File: src/rtl/hsa_pkg.sv
package hsa_pkg;

    localparam int unsigned QTR_PER_BIT = 4;
    localparam int unsigned ADV_CODE_W  = 3;
    localparam int unsigned ADV_W       = 3;
    localparam int unsigned MAX_ADV     = 4;

    typedef logic [ADV_CODE_W-1:0] adv_code_t;
    typedef logic [ADV_W-1:0]      adv_qtr_t;

    typedef struct packed {
        adv_code_t code;
        logic      half_only;
    } adv_req_t;

    // Map a code to a quarter-bit advancement; odd quarters dropped when only
    // half-bit resolution is available.
    function automatic adv_qtr_t adv_quarters(adv_req_t req);
        adv_qtr_t q;
        if (req.code <= adv_code_t'(MAX_ADV)) q = adv_qtr_t'(req.code);
        else                                  q = '0;
        if (req.half_only && q[0])            q = '0;
        return q;
    endfunction

endpackage

File: src/rtl/hsa_adv_decode.sv
module hsa_adv_decode
    import hsa_pkg::*;
#(
    parameter int unsigned RATE_W    = 2,
    parameter int unsigned FAST_RATE = 3
) (
    input  logic              clk,
    input  logic              rst,
    input  logic [RATE_W-1:0] rate_i,
    input  adv_code_t         code_i,
    output adv_qtr_t          adv_o
);

    adv_req_t req;

    always_comb begin
        req.code      = code_i;
        req.half_only = (rate_i == RATE_W'(FAST_RATE));
        adv_o         = adv_quarters(req);
    end

    AST_ADV_MAX: assert property (@(posedge clk) disable iff (rst)
        adv_o <= adv_qtr_t'(MAX_ADV));
    AST_FAST_HALF_STEPS: assert property (@(posedge clk) disable iff (rst)
        (rate_i == RATE_W'(FAST_RATE)) |-> (adv_o[0] == 1'b0));
    AST_HIGH_CODES_IDLE: assert property (@(posedge clk) disable iff (rst)
        (code_i > adv_code_t'(MAX_ADV)) |-> (adv_o == '0));

endmodule

File: src/rtl/hsa_slot_counter.sv
module hsa_slot_counter #(
    parameter int unsigned POS_W = 13,
    localparam int unsigned LEN_W = POS_W + 1
) (
    input  logic             clk,
    input  logic             rst,
    input  logic             frm_i,
    input  logic [LEN_W-1:0] frame_len_i,
    output logic [POS_W-1:0] pos_nxt_o
);

    logic [POS_W-1:0] pos_q;
    logic [LEN_W-1:0] pos_inc;

    always_comb begin
        pos_inc = {1'b0, pos_q} + LEN_W'(1);
        if (frm_i || pos_inc >= frame_len_i) pos_nxt_o = '0;
        else                                 pos_nxt_o = pos_inc[POS_W-1:0];
    end

    always_ff @(posedge clk) begin
        if (rst) pos_q <= '0;
        else     pos_q <= pos_nxt_o;
    end

    AST_FRAME_RESTART: assert property (@(posedge clk) disable iff (rst)
        frm_i |=> (pos_q == '0));
    AST_FRAME_WRAP: assert property (@(posedge clk) disable iff (rst)
        (!frm_i && ({1'b0, pos_q} == frame_len_i - LEN_W'(1))) |=> (pos_q == '0));
    AST_SLOT_STEP: assert property (@(posedge clk) disable iff (rst)
        (!frm_i && (pos_inc < frame_len_i)) |=> (pos_q == $past(pos_q) + POS_W'(1)));

endmodule

File: src/rtl/hsa_lookahead.sv
module hsa_lookahead
    import hsa_pkg::*;
#(
    parameter int unsigned POS_W   = 13,
    parameter int unsigned SLOT_SH = 5,
    localparam int unsigned LEN_W  = POS_W + 1,
    localparam int unsigned CH_W   = POS_W - SLOT_SH
) (
    input  logic             clk,
    input  logic             rst,
    input  logic [POS_W-1:0] pos_nxt_i,
    input  adv_qtr_t         adv_i,
    input  logic [LEN_W-1:0] frame_len_i,
    output logic [CH_W-1:0]  look_ch_o,
    input  logic             look_hiz_i,
    output logic             hiz_o
);

    logic [LEN_W-1:0] la_raw;
    logic [LEN_W-1:0] la_w;

    always_comb begin
        la_raw = {1'b0, pos_nxt_i} + LEN_W'(adv_i);
        if (la_raw >= frame_len_i) la_w = la_raw - frame_len_i;
        else                       la_w = la_raw;
        look_ch_o = la_w[POS_W-1:SLOT_SH];
    end

    always_ff @(posedge clk) begin
        if (rst) hiz_o <= 1'b0;
        else     hiz_o <= look_hiz_i;
    end

    AST_LOOK_IN_FRAME: assert property (@(posedge clk) disable iff (rst)
        la_w < frame_len_i);
    AST_ZERO_ADV_ALIGNED: assert property (@(posedge clk) disable iff (rst)
        (adv_i == '0) |-> (look_ch_o == pos_nxt_i[POS_W-1:SLOT_SH]));

endmodule

File: src/rtl/hiz_strobe_adv.sv
module hiz_strobe_adv
    import hsa_pkg::*;
#(
    parameter int unsigned BASE_CH     = 32,
    parameter int unsigned BITS_PER_CH = 8,
    parameter int unsigned N_RATES     = 4,
    localparam int unsigned RATE_W     = $clog2(N_RATES),
    localparam int unsigned CH_MAX     = BASE_CH << (N_RATES - 1),
    localparam int unsigned SLOT_QTR   = BITS_PER_CH * QTR_PER_BIT,
    localparam int unsigned SLOT_SH    = $clog2(SLOT_QTR),
    localparam int unsigned POS_W      = $clog2(CH_MAX * SLOT_QTR),
    localparam int unsigned LEN_W      = POS_W + 1,
    localparam int unsigned CH_W       = POS_W - SLOT_SH
) (
    input  logic              clk,
    input  logic              rst,
    input  logic              frm_i,
    input  logic [RATE_W-1:0] rate_i,
    input  logic [2:0]        adv_code_i,
    output logic [CH_W-1:0]   look_ch_o,
    input  logic              look_hiz_i,
    output logic              hiz_o
);

    logic [LEN_W-1:0] len_tab [N_RATES];
    logic [LEN_W-1:0] frame_len;
    logic [POS_W-1:0] pos_nxt;
    adv_qtr_t         adv;

    for (genvar g = 0; g < N_RATES; g++) begin : g_len
        assign len_tab[g] = LEN_W'((BASE_CH << g) * SLOT_QTR);
    end

    assign frame_len = len_tab[rate_i];

    hsa_slot_counter #(.POS_W(POS_W)) u_cnt (
        .clk        (clk),
        .rst        (rst),
        .frm_i      (frm_i),
        .frame_len_i(frame_len),
        .pos_nxt_o  (pos_nxt)
    );

    hsa_adv_decode #(.RATE_W(RATE_W), .FAST_RATE(N_RATES - 1)) u_dec (
        .clk   (clk),
        .rst   (rst),
        .rate_i(rate_i),
        .code_i(adv_code_i),
        .adv_o (adv)
    );

    hsa_lookahead #(.POS_W(POS_W), .SLOT_SH(SLOT_SH)) u_look (
        .clk        (clk),
        .rst        (rst),
        .pos_nxt_i  (pos_nxt),
        .adv_i      (adv),
        .frame_len_i(frame_len),
        .look_ch_o  (look_ch_o),
        .look_hiz_i (look_hiz_i),
        .hiz_o      (hiz_o)
    );

    AST_RESET_QUIET: assert property (@(posedge clk)
        rst |=> !hiz_o);

endmodule

File: config.mk
export PLATFORM = sky130hd
export DESIGN_NAME = hiz_strobe_adv
export DESIGN_NICKNAME = d
export VERILOG_FILES = /design/src/rtl/hsa_pkg.sv /design/src/rtl/hsa_adv_decode.sv /design/src/rtl/hsa_slot_counter.sv /design/src/rtl/hsa_lookahead.sv /design/src/rtl/hiz_strobe_adv.sv
export SDC_FILE = /design/constraint.sdc
export NUM_CORES = 1
export LEC_CHECK = 0
export BUFFER_PORTS_ARGS = -buffer_cell sky130_fd_sc_hd__buf_2
export CORE_UTILIZATION = 50
export CTS_CLUSTER_SIZE = 25
export DETAILED_ROUTE_END_ITERATION = 16
export PLACE_DENSITY = 0.7
export SLEW_MARGIN = 10
export SYNTH_ARGS = -nofsm -noshare
export SYNTH_HDL_FRONTEND = slang
export SYNTH_SLANG_ARGS = --single-unit
File: constraint.sdc
create_clock -name clk -period 18.9 [get_ports clk]
set_input_delay 5.67 -clock clk [delete_from_list [all_inputs] [get_ports clk]]
set_output_delay 5.67 -clock clk [all_outputs]
set_load 0.005 [all_outputs]
==> results.md, run 1 <==
- Antenna violations before repair: 0
- Worst path most repeated cell: ha_1
- Worst-path maximum fanout: 8
- Finished Layout Cells: 263
- Place WS: 2.361 ns
- WP data arrival: 10.89 ns
- Boundary pin count: 18
- RR Endpoint: u_cnt.pos_q[7]$_SDFF_PP0_
- Clk_lat worst skew: 0.29 ns
- Number of global-route vias before repair: 1536
- Wirelength per Cell: 16.07 um
- Die Height: 59.15 um
- Share of cells above drive strength 1: 0.1507
- Number of synthesis warnings: 0
- Initial DRC Count: 149
- Clk sinks: 14
- Die ar.: 0.003498 mm2
- # setup viols final: 0
- Setup ws final: 2.339 ns
- Mapped Cells: 208
- Nets: 243
- Placed instance count: 259
- Area growth from synthesis to layout: 7.203%
- Cell Rows: 20
- Post-DP Area: 0.001714 mm2
- Post-Layout Inst Area: 0.001750 mm2
- CP Capture Type: output port
- CP max stage cell: nor4_4
- Grt total ovfl: 0
- Routability congestion estimate from global placement: 0.9152
- R2R cell count: 13
- # resized after CTS: 0
- Slowest Stage Delay on Critical Path: 0.48 ns
- EDFF count, synth: 0
- Number of diodes: 0
- Cell area power density: 36.35 mW/mm2
- Worst setup SP type: primary input
- Yosys cell types: 60
- Largest cells by area after synthesis: dfxtp_1 17%, ha_1 9.2%, nor2_1 6.2%
- Cell area after synthesis: 0.001633 mm2
- Via count: 1669
- Most common cell after layout, fill and taps aside: nor2_1
- Core area: 0.003078 mm2
- Mean Syn Cell Area: 7.850 um2
- Drt first pass iters: 5
- Worst vdd ir: 35.27 uV
- F_max: 60.38 MHz
- Clk slew on worst S/H paths: 0.08 ns
- RSZ-0062 raised after global routing: false
- Slew Viols, Final: 0
- Final core area utilization: 0.5687
- Worst slew pin tran: 0.6383 ns
- Hpwl dp: 3314 um
- Top-area cell type share of the netlist area: 0.1716
- Wire length of the first global-routing pass: 6824 um
- WS Path Type: primary input to output port
- Mapped Nets: 231
- Synth Register Bits: 14
- Die width: 59.15 um
- Drt drc: 0
- Leakage power: 0.6911 nW
- Num CTS Buffers: 3
- Most frequent cells in the layout: 27 x nor2_1, 17 x buf_2, 14 x dfxtp_1, 12 x ha_1, 11 x nand2_1
- Seq/Total Area, Yosys: 0.1716
- MaxCap Viol Count: 0
- CP cell instances: buf_2, nand2b_1, ha_1, nand2b_1, a21oi_1, or2_2, a41o_1, nor2_1, ha_1, fa_1, a21oi_1, nor4_4, nand4_1, or4_1, and3_4, ha_1, nand4b_1, nor4b_1, o21a_1, a41oi_2, mux2_1, buf_2
- Largest net degree at the start of global routing: 17
- Total GRT Usage: 0.2601
- CTS tree: yes
- Rel. slew slack: 0.5745
- I/O Buffers: 17
- H-tree depth: 1
- Vias per inst: 6.346
- Hold-fix buffers at CTS: 0
- Hold EP: u_cnt.pos_q[12]$_SDFF_PP0_
- Setup tns final: 0 ns
- Worst Hold Class: register to register
- Status: complete, no violations
- CTS max path bufs: 2
- Final ANT Viol Nets: 0
- Min cycle time layout: 16.56 ns
- Final count of hold timing violations: 0
- CP Data Required Time: 13.23 ns
- Cell accounting for the most synthesized area: dfxtp_1
- Fin crit share: 0.8762
- Setup slack, reg-to-reg: 15.01 ns
- Worst hold path depth: 2
- Post-Route WL: 4226 um
- Worst hold start: u_cnt.pos_q[12]$_SDFF_PP0_
- Worst r2r src: u_cnt.pos_q[0]$_SDFF_PP0_
- Ys async rst share: 0
- Initial core utilization: 0.5305
- Commonest register cell after synthesis: dfxtp_1
- Setup bufs post-CTS: 0
- Root Driver: clkbuf_4
- Final setup skew: 0.005789 ns
[registers in the layout, summed over array words and instances (netlist names)]
name,flops
u_cnt.pos_q,13
u_look.hiz_o,1
[worst max-delay path by stage]
stage	start	to	slack (ns)
floorplan	rate_i[0]	look_ch_o[6]	3.06
global placement	rate_i[0]	look_ch_o[6]	2.63
detailed placement	rate_i[1]	look_ch_o[6]	2.36
CTS	rate_i[1]	look_ch_o[6]	2.36
global route	rate_i[1]	look_ch_o[6]	2.02
finish	rate_i[1]	look_ch_o[6]	2.34
[through the flow]
| stage | hold slack (ns) | total power, mW |
|---|---|---|
| after floorplan | 0.5404 | 0.03877 |
| after global placement | 0.5900 | 0.04197 |
| after detailed placement | 0.6043 | 0.04234 |
| after CTS | 0.6291 | 0.06474 |
| after global routing | 0.6622 | 0.06725 |
| final | 0.6265 | 0.06363 |
[cell type report]
type	count	area (um2)
Inverter	6	22.52
Fill cell	307	1328
Tap cell	44	55.05
Multi-Input combinational cell	178	1271
Sequential cell	14	280.3
Clock buffer	4	36.28
Timing Repair Buffer	17	85.08
[worst max-delay path: cells and delay by family]
family | cells | cell delay (ns)
AO/OA/AOI/OAI | 5 | 0.93
adder cells (fa/ha/maj) | 4 | 1.06
buffers and inverters | 2 | 0.25
multiplexers | 1 | 0.34
AND/OR/NAND/NOR | 10 | 2.62
[cell families (layout without fill, tap and decap cells)]
kind of cell / count (synthesis) / in the layout / share of synthesized area
muxes: 3 / 3 / 0.02222
and+or+nand+nor: 102 / 102 / 0.3640
AOI/OAI and AO/OA: 43 / 43 / 0.1901
buffers and inverters: 16 / 27 / 0.04980
xor gates and xnor gates: 16 / 16 / 0.08583
adders and majority gates: 14 / 14 / 0.1165
DFF: 14 / 14 / 0.1716
[synth_stat cells, drive strengths merged, types with 3 or more instances]
cell type / n
a21oi: 6
xnor2: 7
nor2b: 4
dfxtp: 14
o31ai: 3
nand2: 11
nor3: 7
and3: 8
a21o: 5
nor4: 3
a211oi: 3
xor2: 9
o21a: 3
nand2b: 4
buf: 6
clkbuf: 4
or3: 3
ha: 12
inv: 6
nand4: 7
and4: 3
and2: 4
nand3: 8
nor2: 27
or2: 3
o21ai: 8
[metal layers]
| layer | up-vias | track usage | wire length (um) |
|---|---|---|---|
| met5 | - | 0 | 0 |
| met1 | 778 | 0.3498 | 1822 |
| li1 | 802 | - | - |
| met4 | 0 | 0.08163 | 59 |
| met3 | 8 | 0.04367 | 302 |
| met2 | 81 | 0.4237 | 2042 |
[report_power, final]
part	switching, mW	internal [mW]	total, mW
Sequential	0.000628	0.0298	0.0304
Combinational	0.00614	0.00519	0.0113
Clock	0.0102	0.0117	0.0219
Total	0.0169	0.0467	0.0636
(Power assumes the default switching activity.)
==> inputs of run 2 (changes only) <==
--- a/config.mk
+++ b/config.mk
@@ -6,10 +6,10 @@
 export NUM_CORES = 1
 export LEC_CHECK = 0
 export BUFFER_PORTS_ARGS = -buffer_cell sky130_fd_sc_hd__buf_2
-export CORE_UTILIZATION = 50
+export CORE_UTILIZATION = 60
 export CTS_CLUSTER_SIZE = 25
 export DETAILED_ROUTE_END_ITERATION = 16
-export PLACE_DENSITY = 0.7
+export PLACE_DENSITY = 0.81
 export SLEW_MARGIN = 10
 export SYNTH_ARGS = -nofsm -noshare
 export SYNTH_HDL_FRONTEND = slang
==> results.md, run 2 (same netlist as run 1, synthesis figures left out) <==
- Status: complete, no violations
- Share of cells above drive strength 1: 0.1468
- Fin crit share: 0.8779
- Hpwl dp: 3294 um
- Drt drc: 0
- Setup bufs post-CTS: 0
- Wire length of the first global-routing pass: 6948 um
- CTS tree: yes
- Setup slack, reg-to-reg: 14.96 ns
- Worst hold path depth: 1
- Most frequent cells in the layout: 27 x nor2_1, 17 x buf_2, 14 x dfxtp_1, 12 x ha_1, 11 x nand2_1
- Most common cell after layout, fill and taps aside: nor2_1
- Worst setup SP type: primary input
- Number of global-route vias before repair: 1556
- Setup tns final: 0 ns
- Setup ws final: 2.309 ns
- Final ANT Viol Nets: 0
- Hold-fix buffers at CTS: 0
- Nets: 243
- FILL cells: 225
- F_max: 60.27 MHz
- MaxCap Viol Count: 0
- CP Data Required Time: 13.23 ns
- Via count: 1682
- # resized after CTS: 0
- Internal Pwr Total: 0.04239 mW
- Worst vdd ir: 34.02 uV
- Die ar.: 0.002934 mm2
- Post-Layout Inst Area: 0.001719 mm2
- Worst-path maximum fanout: 8
- Die Height: 54.17 um
- Wirelength per Cell: 17.20 um
- CTS max path bufs: 2
- Cell area power density: 35.19 mW/mm2
- Final setup skew: 0.01002 ns
- Min cycle time layout: 16.59 ns
- Num CTS Buffers: 3
- RR Endpoint: u_cnt.pos_q[5]$_SDFF_PP0_
- Number of diodes: 0
- Area growth from synthesis to layout: 5.287%
- Register area: 280.3 um2
- Largest Register: u_cnt.pos_q
- WS Path Type: primary input to output port
- Core area: 0.002522 mm2
- Vias per inst: 6.782
- H-tree depth: 1
- Place WS: 2.456 ns
- RSZ-0062 raised after global routing: false
- Critical Path Source: rate_i[0]
- Number of flip-flops under the largest register name: 13
- Initial core utilization: 0.6473
- Post-DP Area: 0.001697 mm2
- Rel. slew slack: 0.4953
- Die width: 54.17 um
- WP data arrival: 10.92 ns
- # setup viols final: 0
- Antenna violations before repair: 0
- I/O Buffers: 17
- Boundary pin count: 18
- Post-Route WL: 4265 um
- Initial DRC Count: 101
- Register share of total power: 0.502
- Worst hold start: u_cnt.pos_q[0]$_SDFF_PP0_
- Grt total ovfl: 0
- Comb power frac: 0.190
- Net Sw Power: 0.01810 mW
- Routability congestion estimate from global placement: 0.9371
- Final count of hold timing violations: 0
- CP Capture Type: output port
- Worst r2r src: u_cnt.pos_q[0]$_SDFF_PP0_
- Clk slew on worst S/H paths: 0.09 ns
- Final core area utilization: 0.6815
- Area of the multi-input gates: 0.001271 mm2
- Drt first pass iters: 5
- Hold EP: u_cnt.pos_q[0]$_SDFF_PP0_
- Worst Hold Class: register to register
- R2R cell count: 13
- Clk sinks: 14
- Clk_lat worst skew: 0.30 ns
- Leakage power: 0.6839 nW
- Worst slew pin tran: 0.7570 ns
- Cell Rows: 18
- Total GRT Usage: 0.3293
- Clock Power Share: 0.308
- Top Registers: u_cnt.pos_q: 13 flops, u_look.hiz_o: 1 flops
- Root Driver: clkbuf_4
- Largest net degree at the start of global routing: 17
- Slew Viols, Final: 0
- Sw Share: 0.2992
==> run 2: how the worst max path moves through the flow <==
stage	to	slack, ns	depth (start not counted)
final	look_ch_o[6]	2.31	22
after global routing	look_ch_o[6]	1.99	22
after CTS	look_ch_o[6]	2.42	22
after detailed placement	look_ch_o[6]	2.46	22
after global placement	look_ch_o[6]	2.66	22
after floorplan	look_ch_o[6]	3.06	21
==> run 2: cell type report <==
| class | count | area share |
|---|---|---|
| Inverter | 6 | 0.01310 |
| Clock buffer | 3 | 0.01310 |
| Sequential cell | 14 | 0.1630 |
| Timing Repair Buffer | 17 | 0.04949 |
| Multi-Input combinational cell | 178 | 0.7394 |
| Tap cell | 30 | 0.02183 |
==> run 2: power groups by stage <==
stage,Combinational [mW],Sequential [mW],Clock [mW]
after floorplan,0.00809,0.0307,0
after global placement,0.0108,0.0311,0
after detailed placement,0.0112,0.0310,0
after CTS,0.0113,0.0304,0.0183
after global routing,0.0127,0.0305,0.0196
final,0.0115,0.0304,0.0186
==> run 2: per-stage QoR <==
step                      cells  hold WS [ns]  total power, mW
after floorplan             208        0.5404          0.03877
after global routing        248        0.6721          0.06287
final                       248        0.6153          0.06049
after global placement      245        0.5796          0.04187
after detailed placement    245        0.5901          0.04222
after CTS                   248        0.6110          0.05988
==> run 2: critical path, stage by stage <==
cell	delay, ns
buf_2	0.12
nand2b_1	0.17
ha_1	0.29
o21ai_0	0.14
a21oi_1	0.10
or2_2	0.37
a41o_1	0.33
nor2_1	0.14
ha_1	0.19
fa_1	0.21
a21oi_1	0.11
nor4_4	0.50
nand4_1	0.25
or4_1	0.46
and3_4	0.19
ha_1	0.33
nand4b_1	0.12
nor4b_1	0.34
o21a_1	0.19
a41oi_2	0.20
mux2_1	0.36
buf_2	0.13
==> run 2: routing by layer <==
layer / GRT usage / up-vias / wire length (um)
li1: - / 803 / -
met1: 0.4121 / 786 / 1713
met2: 0.5142 / 81 / 2042
met3: 0.1017 / 12 / 417
met4: 0.1410 / 0 / 93
met5: 0 / - / 0
